## config.mk

```make
export PLATFORM = sky130hd
export DESIGN_NAME = plat_rst_gen
export DESIGN_NICKNAME = d
export VERILOG_FILES = /design/src/rtl/plat_rst_pkg.sv /design/src/rtl/prg_sync.sv /design/src/rtl/prg_stretch.sv /design/src/rtl/prg_pg_track.sv /design/src/rtl/plat_rst_gen.sv
export SDC_FILE = /design/constraint.sdc
export NUM_CORES = 1
export LEC_CHECK = 0
export ABC_AREA = 1
export BUFFER_PORTS_ARGS = -buffer_cell sky130_fd_sc_hd__buf_4
export CORE_AREA = 2 2 110 59
export DETAILED_ROUTE_END_ITERATION = 8
export DIE_AREA = 0 0 112 61
export PLACE_DENSITY_LB_ADDON = 0.12
export REMOVE_ABC_BUFFERS = 1
export SLEW_MARGIN = 15
export SYNTH_ARGS = -nofsm -noshare
export SYNTH_HDL_FRONTEND = slang
export SYNTH_SLANG_ARGS = --single-unit
```

## constraint.sdc

```tcl
create_clock -name clk -period 1.8 [get_ports clk]
set_input_delay 0 -clock clk [delete_from_list [all_inputs] [get_ports clk]]
set_output_delay 0 -clock clk [all_outputs]
set_load 0.01 [all_outputs]
```

## src/rtl/plat_rst_pkg.sv

```systemverilog
package plat_rst_pkg;

  // Minimum width in system clock cycles for a time in milliseconds.
  function automatic int unsigned ms_to_cyc(input int unsigned clk_khz,
                                            input int unsigned ms);
    return clk_khz * ms;
  endfunction

  // Width of a down-counter that must hold the value n.
  function automatic int cnt_w(input int unsigned n);
    return (n < 1) ? 1 : $clog2(n + 1);
  endfunction

endpackage

```

## src/rtl/prg_sync.sv

```systemverilog
module prg_sync #(
  parameter int W      = 1,
  parameter int STAGES = 2
) (
  input  logic         clk,
  input  logic         rst_n,
  input  logic [W-1:0] d_i,
  output logic [W-1:0] q_o
);
  logic [W-1:0] stg_q [STAGES];

  for (genvar i = 0; i < STAGES; i++) begin : g_stage
    if (i == 0) begin : g_first
      always_ff @(posedge clk or negedge rst_n)
        if (!rst_n) stg_q[i] <= '0;
        else        stg_q[i] <= d_i;
    end else begin : g_next
      always_ff @(posedge clk or negedge rst_n)
        if (!rst_n) stg_q[i] <= '0;
        else        stg_q[i] <= stg_q[i-1];
    end
  end

  assign q_o = stg_q[STAGES-1];
endmodule

```

## src/rtl/prg_stretch.sv

```systemverilog
module prg_stretch #(
  parameter int unsigned CYC = 8
) (
  input  logic clk,
  input  logic rst_n,
  input  logic force_i,
  output logic hold_o
);
  localparam int CW = plat_rst_pkg::cnt_w(CYC);
  localparam logic [CW-1:0] LOAD = CW'(CYC);

  logic [CW-1:0] cnt_q;
  logic          hold_q;
  logic          expired;

  assign expired = (cnt_q == '0);

  always_ff @(posedge clk or negedge rst_n) begin
    if (!rst_n) begin
      cnt_q  <= LOAD;
      hold_q <= 1'b1;
    end else if (force_i) begin
      cnt_q  <= LOAD;
      hold_q <= 1'b1;
    end else if (!expired) begin
      cnt_q  <= cnt_q - 1'b1;
      hold_q <= 1'b1;
    end else begin
      hold_q <= 1'b0;
    end
  end

  assign hold_o = hold_q;

  // Independent run-length of hold since the last force, for the width check.
  logic [CW-1:0] run_q;
  always_ff @(posedge clk or negedge rst_n) begin
    if (!rst_n)                   run_q <= '0;
    else if (force_i)             run_q <= '0;
    else if (hold_q && run_q < LOAD) run_q <= run_q + 1'b1;
  end

  p_force_holds_r3: assert property (@(posedge clk) disable iff (!rst_n)
    force_i |=> hold_o);

  // Also guards R8 on the LAN instance.
  p_min_width_r2: assert property (@(posedge clk) disable iff (!rst_n)
    $fell(hold_o) |-> (run_q >= LOAD));
endmodule

```

## src/rtl/prg_pg_track.sv

```systemverilog
module prg_pg_track #(
  parameter int unsigned TICKS = 3
) (
  input  logic clk,
  input  logic rst_n,
  input  logic pg_s_i,
  input  logic tick_i,
  input  logic hold_i,
  output logic cold_o
);
  localparam int TW = plat_rst_pkg::cnt_w(TICKS);
  localparam logic [TW-1:0] TMAX  = TW'(TICKS);
  localparam logic [TW-1:0] TLAST = TW'(TICKS - 1);

  logic [TW-1:0] tcnt_q;
  logic          cold_q;
  logic          full_evt;

  assign full_evt = !pg_s_i && tick_i && (tcnt_q == TLAST);

  always_ff @(posedge clk or negedge rst_n) begin
    if (!rst_n)                        tcnt_q <= '0;
    else if (pg_s_i)                   tcnt_q <= '0;
    else if (tick_i && tcnt_q != TMAX) tcnt_q <= tcnt_q + 1'b1;
  end

  always_ff @(posedge clk or negedge rst_n) begin
    if (!rst_n)        cold_q <= 1'b1;
    else if (full_evt) cold_q <= 1'b1;
    else if (!hold_i)  cold_q <= 1'b0;
  end

  assign cold_o = cold_q & hold_i;

  p_tick_sat_r7: assert property (@(posedge clk) disable iff (!rst_n)
    (tcnt_q == TMAX && !pg_s_i) |=> (tcnt_q == TMAX || $past(pg_s_i) == 1'b0 && pg_s_i == 1'b0));
endmodule

```

## src/rtl/plat_rst_gen.sv

```systemverilog
module plat_rst_gen #(
  parameter int unsigned CLK_KHZ      = 100000,
  parameter int unsigned PLT_MS       = 1,
  parameter int unsigned LAN_MS       = 10,
  parameter int unsigned PG_LOW_TICKS = 3
) (
  input  logic clk,
  input  logic rst_n,
  input  logic pwr_ok_i,
  input  logic vrm_ok_i,
  input  logic rsm_valid_i,
  input  logic rtc_tick_i,
  input  logic sw_rst_req_i,
  output logic plt_rst_n_o,
  output logic lan_rst_n_o,
  output logic cold_rst_o
);
  import plat_rst_pkg::*;

  localparam int unsigned PLT_CYC = ms_to_cyc(CLK_KHZ, PLT_MS);
  localparam int unsigned LAN_CYC = ms_to_cyc(CLK_KHZ, LAN_MS);

  logic [2:0] raw_in;
  logic [2:0] syn;
  logic       pg_s;
  logic       rsm_s;
  logic       plt_force;
  logic       plt_hold;
  logic       lan_hold;

  assign raw_in = {rsm_valid_i, vrm_ok_i, pwr_ok_i};

  prg_sync #(.W(3), .STAGES(2)) u_sync (
    .clk   (clk),
    .rst_n (rst_n),
    .d_i   (raw_in),
    .q_o   (syn)
  );

  assign pg_s      = syn[0] & syn[1];
  assign rsm_s     = syn[2];
  assign plt_force = !pg_s || sw_rst_req_i;

  prg_stretch #(.CYC(PLT_CYC)) u_plt (
    .clk     (clk),
    .rst_n   (rst_n),
    .force_i (plt_force),
    .hold_o  (plt_hold)
  );

  prg_stretch #(.CYC(LAN_CYC)) u_lan (
    .clk     (clk),
    .rst_n   (rst_n),
    .force_i (!rsm_s),
    .hold_o  (lan_hold)
  );

  prg_pg_track #(.TICKS(PG_LOW_TICKS)) u_track (
    .clk    (clk),
    .rst_n  (rst_n),
    .pg_s_i (pg_s),
    .tick_i (rtc_tick_i),
    .hold_i (plt_hold),
    .cold_o (cold_rst_o)
  );

  assign plt_rst_n_o = ~plt_hold;
  assign lan_rst_n_o = ~lan_hold;

  p_sw_pulse_r4: assert property (@(posedge clk) disable iff (!rst_n)
    sw_rst_req_i |=> !plt_rst_n_o);

  p_pg_low_r1: assert property (@(posedge clk) disable iff (!rst_n)
    !pg_s |=> !plt_rst_n_o);

  p_lan_drop_r9: assert property (@(posedge clk) disable iff (!rst_n)
    !rsm_s |=> !lan_rst_n_o);

  p_cold_cause_r6: assert property (@(posedge clk) disable iff (!rst_n)
    $rose(cold_rst_o) |-> $past(!pg_s && rtc_tick_i));
endmodule

```

### After elaboration in Yosys (flattened, before gate mapping)

Index checks and enable logic that the tools add are counted.

| cells by class | value |
|---|---|
| div/mod/pow operators | 0 |
| order comparisons | 0 |
| bitwise operators | 4 |
| add/subtract/negate cells | 3 |
| mux-type cells | 12 |
| equal/unequal tests | 5 |
| multiply operators | 0 |
| reductions and logical operators | 8 |
| shift operators | 0 |

Operators with widths:

| operator | count |
|---|---|
| 20-bit two-way mux | 2 |
| 17-bit two-way mux | 2 |
| 20-bit logical NOT | 1 |
| 20-bit by 1-bit subtractor with 20-bit output, second input constant | 1 |
| 17-bit logical NOT | 1 |
| 17-bit by 1-bit subtractor with 17-bit output, second input constant | 1 |
| 1-bit two-way mux | 6 |
| 2-bit != test, second input constant | 3 |
| 2-bit two-way mux | 2 |
| 1-bit logical AND | 3 |
| 2-bit by 1-bit adder with 2-bit output, second input constant | 1 |
| 1-bit bitwise AND | 2 |
| 2-bit == test, second input constant | 1 |
| 2-bit by 1-bit != test with 1-bit output, second input constant | 1 |
| 1-bit inverter | 2 |
| 2-bit nonzero test | 1 |
| 1-bit logical NOT | 1 |
| 1-bit logical OR | 1 |

| word-level totals | value |
|---|---|
| register bits after elaboration | 48 |
| bits of input ports | 7 |
| output and inout port bits | 3 |
| memory bits (read-only) | 0 |
| memory bits (writable) | 0 |
| latch bits | 0 |
| memories kept | 0 |
| logic and storage cells | 40 |

### Logic depth before layout (Yosys ltp)

| logic depth | value |
|---|---|
| depth in word-level cells | 5 |
| gate-level depth with buffers | 9 |
| mapped depth without buffers | 9 |

### Modules after synthesis

From an unflattened synthesis, not the netlist that was laid out.

| second synthesis, totals | value |
|---|---|
| cell total of the unflattened synthesis | 392 |
| area, all modules | 2,912.8 um2 |

By module, submodules not included:

| module | times used | seq. area each (um2) | area each (um2) | cells each |
|---|---|---|---|---|
| prg_stretch (u_lan) | 1 | 535.5 | 1,412.6 | 204 |
| prg_stretch (u_plt) | 1 | 459.2 | 1,126.1 | 150 |
| prg_pg_track | 1 | 76.3 | 173.9 | 22 |
| prg_sync | 1 | 150.1 | 172.7 | 9 |
| plat_rst_gen | 1 | 0.0 | 27.5 | 7 |

### Least setup slack after synthesis

Ideal clock, no wire load.

| timing path | value |
|---|---|
| kind | register -> register |
| from | register u_lan.cnt_q[0] |
| to | register u_lan.cnt_q[18] |
| required time | 1.735 ns |
| data arrival time | 1.293 ns |
| stages on the path, launching flop included | 9 |
| period minus slack after synthesis | 1.358 ns |
| buffers on the path | 0 |
| path slack | 0.442 ns |
| cells stage by stage | dfrtp_1 -> inv_1 -> ha_1 -> inv_1 -> nor2_1 -> nand3_1 -> nor2_1 -> nand3_1 -> nand3_1 |

| between the ends | value |
|---|---|
| longest elaborated chain between the ends | 3 |

RTL lines:

| what | RTL line | source |
|---|---|---|
| start: declaration | prg_stretch.sv:12 | `logic [CW-1:0] cnt_q;` |
| start signal: assignment | prg_stretch.sv:26 | `cnt_q <= cnt_q - 1'b1;` |
| 20-bit by 1-bit subtractor with 20-bit output | prg_stretch.sv:26 |  |
| 20-bit two-way mux | prg_stretch.sv:25 | `end else if (!expired) begin` |
| 20-bit two-way mux | prg_stretch.sv:22 | `end else if (force_i) begin` |

Several ways; a longest one is shown, not always the timed one. The select of a mux whose other input is x is not followed.
A chain may end at the register's enable or synchronous reset.

### Worst setup path in the final report

| timing path | value |
|---|---|
| from | register u_lan.cnt_q[0] |
| to | register u_lan.cnt_q[16] |

Same word-level chain as after synthesis.

==> impl_results.rst <==
.. list-table::
   :header-rows: 1

   * - Metric
     - Value
   * - Placeable core region
     - 5860 um^2
   * - Async S/R FF share, synth
     - 100%
   * - Leakage power figure
     - about 1.5 nW
   * - RSZ-0062 raised after global routing
     - false
   * - Actual transition at the worst max-transition pin
     - 595 ps
   * - Initial antenna violation count
     - 0
   * - Proportion of netlist area held by the largest area contributor
     - 28.5%
   * - Clk_lat worst skew
     - 290 ps
   * - Largest voltage drop on the vdd net
     - 508 uV
   * - Mean instance size in the synthesized netlist
     - 7.25 um^2
   * - Number of placement rows
     - 20
   * - Category of the critical setup timing path
     - reg -> reg
   * - First-pass GRT wire length
     - 11.2 mm
   * - Initial standard-cell utilization of the core
     - between 40% and 50%
   * - Worst hold slack
     - between 100 and 150 ps
   * - Synthesized cell area
     - 2810 um^2
   * - Fill count
     - 557
   * - Hold violation total from the final report
     - 0
   * - Placed cell areas
     - roughly 3000 um^2
   * - Count of clock tree sinks
     - 48
   * - Upper clock frequency limit
     - 0.625 GHz
   * - Die area
     - 6830 um^2
   * - Routed wirelength normalized by instance count
     - approximately 14 um
   * - Standard cell with the maximum stage delay on the critical path
     - sky130_fd_sc_hd__dfrtp_1
   * - Area of all placed cells without fillers
     - 3190 um^2
   * - Flop and latch count out of synthesis
     - 48
   * - Capture point of the worst reg-to-reg path
     - u_lan.cnt_q[16]
   * - Cell mode on critical path
     - sky130_fd_sc_hd__inv_1
   * - Capture endpoint of the worst hold path
     - u_plt.cnt_q[9]
   * - Mean number of vias per cell
     - between 5 and 6
   * - Number of cell instances on the worst register-to-register path
     - 8
   * - Kind of end point of the critical path
     - flop
   * - CTS tree
     - yes
   * - Total area of multi-input combinational cells
     - roughly 1400 um^2
   * - Vias after detailed routing
     - between 2000 and 2500
   * - Sum of net half-perimeters after detailed placement
     - 5.20 mm
   * - Post-route clock skew
     - 6.32 ps
   * - P per Cell Area
     - slightly above 800 nW/um^2
   * - Most used flip-flop cell after synthesis
     - sky130_fd_sc_hd__dfrtp_1
   * - Arr. time, crit path
     - 1840 ps
   * - Total setup buffers inserted after CTS
     - 0
   * - Worst R2R Start
     - u_lan.cnt_q[0]
   * - Sum of routed wire length over all layers
     - slightly below 7 mm
   * - Flop2flop setup slack
     - 200 ps
   * - Most common cell in the synthesized netlist
     - sky130_fd_sc_hd__nand2_1
   * - Slew HR
     - 60.3%
   * - Max-slew violation count
     - 0
   * - Post-layout utilization of the core
     - a little over half
   * - Worst Min Path Start
     - sw_rst_req_i
   * - Sequential element share of the synthesized area
     - between 40% and 50%
   * - Number of different library cells in the post-synthesis netlist
     - 26
   * - Hold crit path type
     - in -> reg
   * - Global placement routability congestion
     - 0.978
   * - Pwr Total
     - 2.60 mW
   * - Required time at the endpoint of the critical path
     - between 2000 and 2500 ps
   * - Share of layout cells above drive strength 1
     - 15.1%
   * - Die width
     - 112 um
   * - Yosys top cell by area
     - sky130_fd_sc_hd__dfrtp_1
   * - Number of buffers on the longest clock path
     - 2
   * - Final worst path period share
     - 88.9%
   * - Vias in the first global route
     - between 2000 and 2500
   * - Max-capacitance violation count
     - 0
   * - Number of port buffers
     - 9
   * - DR pass1 iterations
     - 4
   * - Most area-consuming cells after synthesis
     - sky130_fd_sc_hd__dfrtp_1 28%, sky130_fd_sc_hd__dfstp_2 15%, sky130_fd_sc_hd__nand2_1 13%
   * - Number of instances in the synthesized netlist
     - 388
   * - Clk root buf
     - sky130_fd_sc_hd__clkbuf_16
   * - Number of H-tree branching levels
     - 2
   * - Antenna diode count
     - 0
   * - Setup crit start kind
     - flop
   * - Number of buffers added by the clock tree synthesis step
     - 5
   * - Run status
     - completed
   * - Storage cell area
     - approximately 1200 um^2
   * - Ports placed on the boundary
     - 10
   * - Synth-to-layout area growth
     - 13.3%
   * - Hold-critical path depth
     - 4
   * - Number of design rule violations left after detail routing
     - 0
   * - Y dimension of the die
     - 61 um
   * - Most instantiated cells after synthesis
     - 96 x sky130_fd_sc_hd__nand2_1, 67 x sky130_fd_sc_hd__nor2_1, 58 x sky130_fd_sc_hd__inv_1
   * - Number of nets in the finished design
     - 422
   * - Number of nets still failing antenna checks after routing
     - 0
   * - Total negative slack for setup checks
     - 0 ps
   * - Final setup viols
     - 0
   * - Overflow left after global routing
     - 0
   * - Largest fanout of any net on the critical path
     - 6
   * - Critical Path, Cell by Cell
     - inv_1 -> ha_2 -> inv_1 -> nor2_1 -> nand3_1 -> inv_1 -> nand4_1 -> nand2_1
   * - Violation count after the first detailed-route iteration
     - roughly 240
   * - Clock-pin slew on the worst setup and hold paths
     - 70 ps
   * - Synth warnings
     - 0
   * - Peak per-stage delay on the critical path
     - ~370 ps
   * - GRT Util Overall
     - between 20% and 30%
   * - Maximum number of pins on one net before global-route repair
     - 49
   * - Final period demand of the worst path
     - roughly 1600 ps
   * - Number of enable-type register cells in the synthesized netlist
     - 0
sequential cells by signal, indices dropped and copies added, names as in the netlist:
register / count
u_lan.cnt_q: 20
u_plt.cnt_q: 17
u_sync.q_o: 3
u_sync.stg_q: 3
u_track.tcnt_q: 2
u_lan.hold_o: 1
u_plt.hold_o: 1
u_track.cold_q: 1
routing by layer:
| metal | up-vias | routed length, um | part of all wire [%] | global-route usage, % |
|---|---|---|---|---|
| met5 | - | 0 | 0 | 0 |
| met4 | 0 | 62 | 0.90 | 5.75 |
| met3 | 7 | 635 | 9.3 | 7.09 |
| met2 | 90 | 2240 | 33 | 24.2 |
| met1 | 1130 | 3920 | 57 | 37.7 |
| li1 | 1261 | - | - | - |
critical path, delay by kind of cell, from the launching register on:
kind / cells / cell delay (ps)
fa+ha+maj: 1 / 280
buf+inv: 3 / 300
flops: 1 / 370
simple gates: 4 / 590
cell families (layout without fill, tap and decap cells):
kind of cell               Yosys count  after routing  share of synthesized area [%]
and+or+nand+nor                    246            246                           40.6
buffers and inverters               62             84                           8.32
DFF                                 48             48                           43.4
AOI/OAI and AO/OA                   24             24                           4.36
adders and majority gates            6              6                           2.67
xor gates and xnor gates             2              2                          0.623
report_power, final:
group	leakage (nW)	internal (mW)	switching, mW
sequential	0.591	1.16	0.0666
clock	0.0660	0.517	0.421
combinational	0.890	0.146	0.287
total	1.55	1.82	0.775
stage by stage:
stage                     worst slack [ps]  cells
after detailed placement               187    474
after global routing                  64.5    487
after CTS                              171    487
after floorplan                        376    385
final                                  199    487
after global placement                 262    474
cell type report:
class                   count  area share, %
repair buffers             17           4.40
inverters                  59           6.95
well taps                  77           3.02
clock buffers               5           3.92
multi-input cells         278           42.7
clock inverters             3          0.746
flip-flops and latches     48           38.3
layout by cell type, fill, tap and decap left out, drive strengths merged:
cell type      n
nand3         44
ha             6
o21bai         1
o21ai         13
xor2           2
nand4         15
nand3b         1
a21oi         10
clkbuf         5
nor2          81
nand2        100
clkinvlp       2
dfrtp         32
dlygate4sd3    5
or2            3
buf           12
dfstp         16
clkinv         1
inv           59
nor3           2
worst max-delay path by stage:
| stage | startpoint | slack (ps) | end |
|---|---|---|---|
| finish | u_lan.cnt_q[0] | 200 | u_lan.cnt_q[16] |
| CTS | u_lan.cnt_q[0] | 170 | u_lan.cnt_q[14] |
| detailed placement | u_lan.cnt_q[0] | 190 | u_lan.cnt_q[14] |
| floorplan | u_sync.q_o[0] | 380 | u_plt.cnt_q[12] |
| global route | u_lan.cnt_q[0] | 60 | u_lan.cnt_q[14] |
| global placement | u_lan.cnt_q[0] | 260 | u_lan.cnt_q[16] |
repair_timing:
| item | 4_1_cts | 5_1_grt |
|---|---|---|
| resized for setup | 0 | 1 |
| setup endpoints to repair | 0 | 1 |
| hold buffers | 5 | 0 |
| endpoints found under the hold margin | 36 | 0 |
No activity file was read; power rests on OpenSTA's default activity.
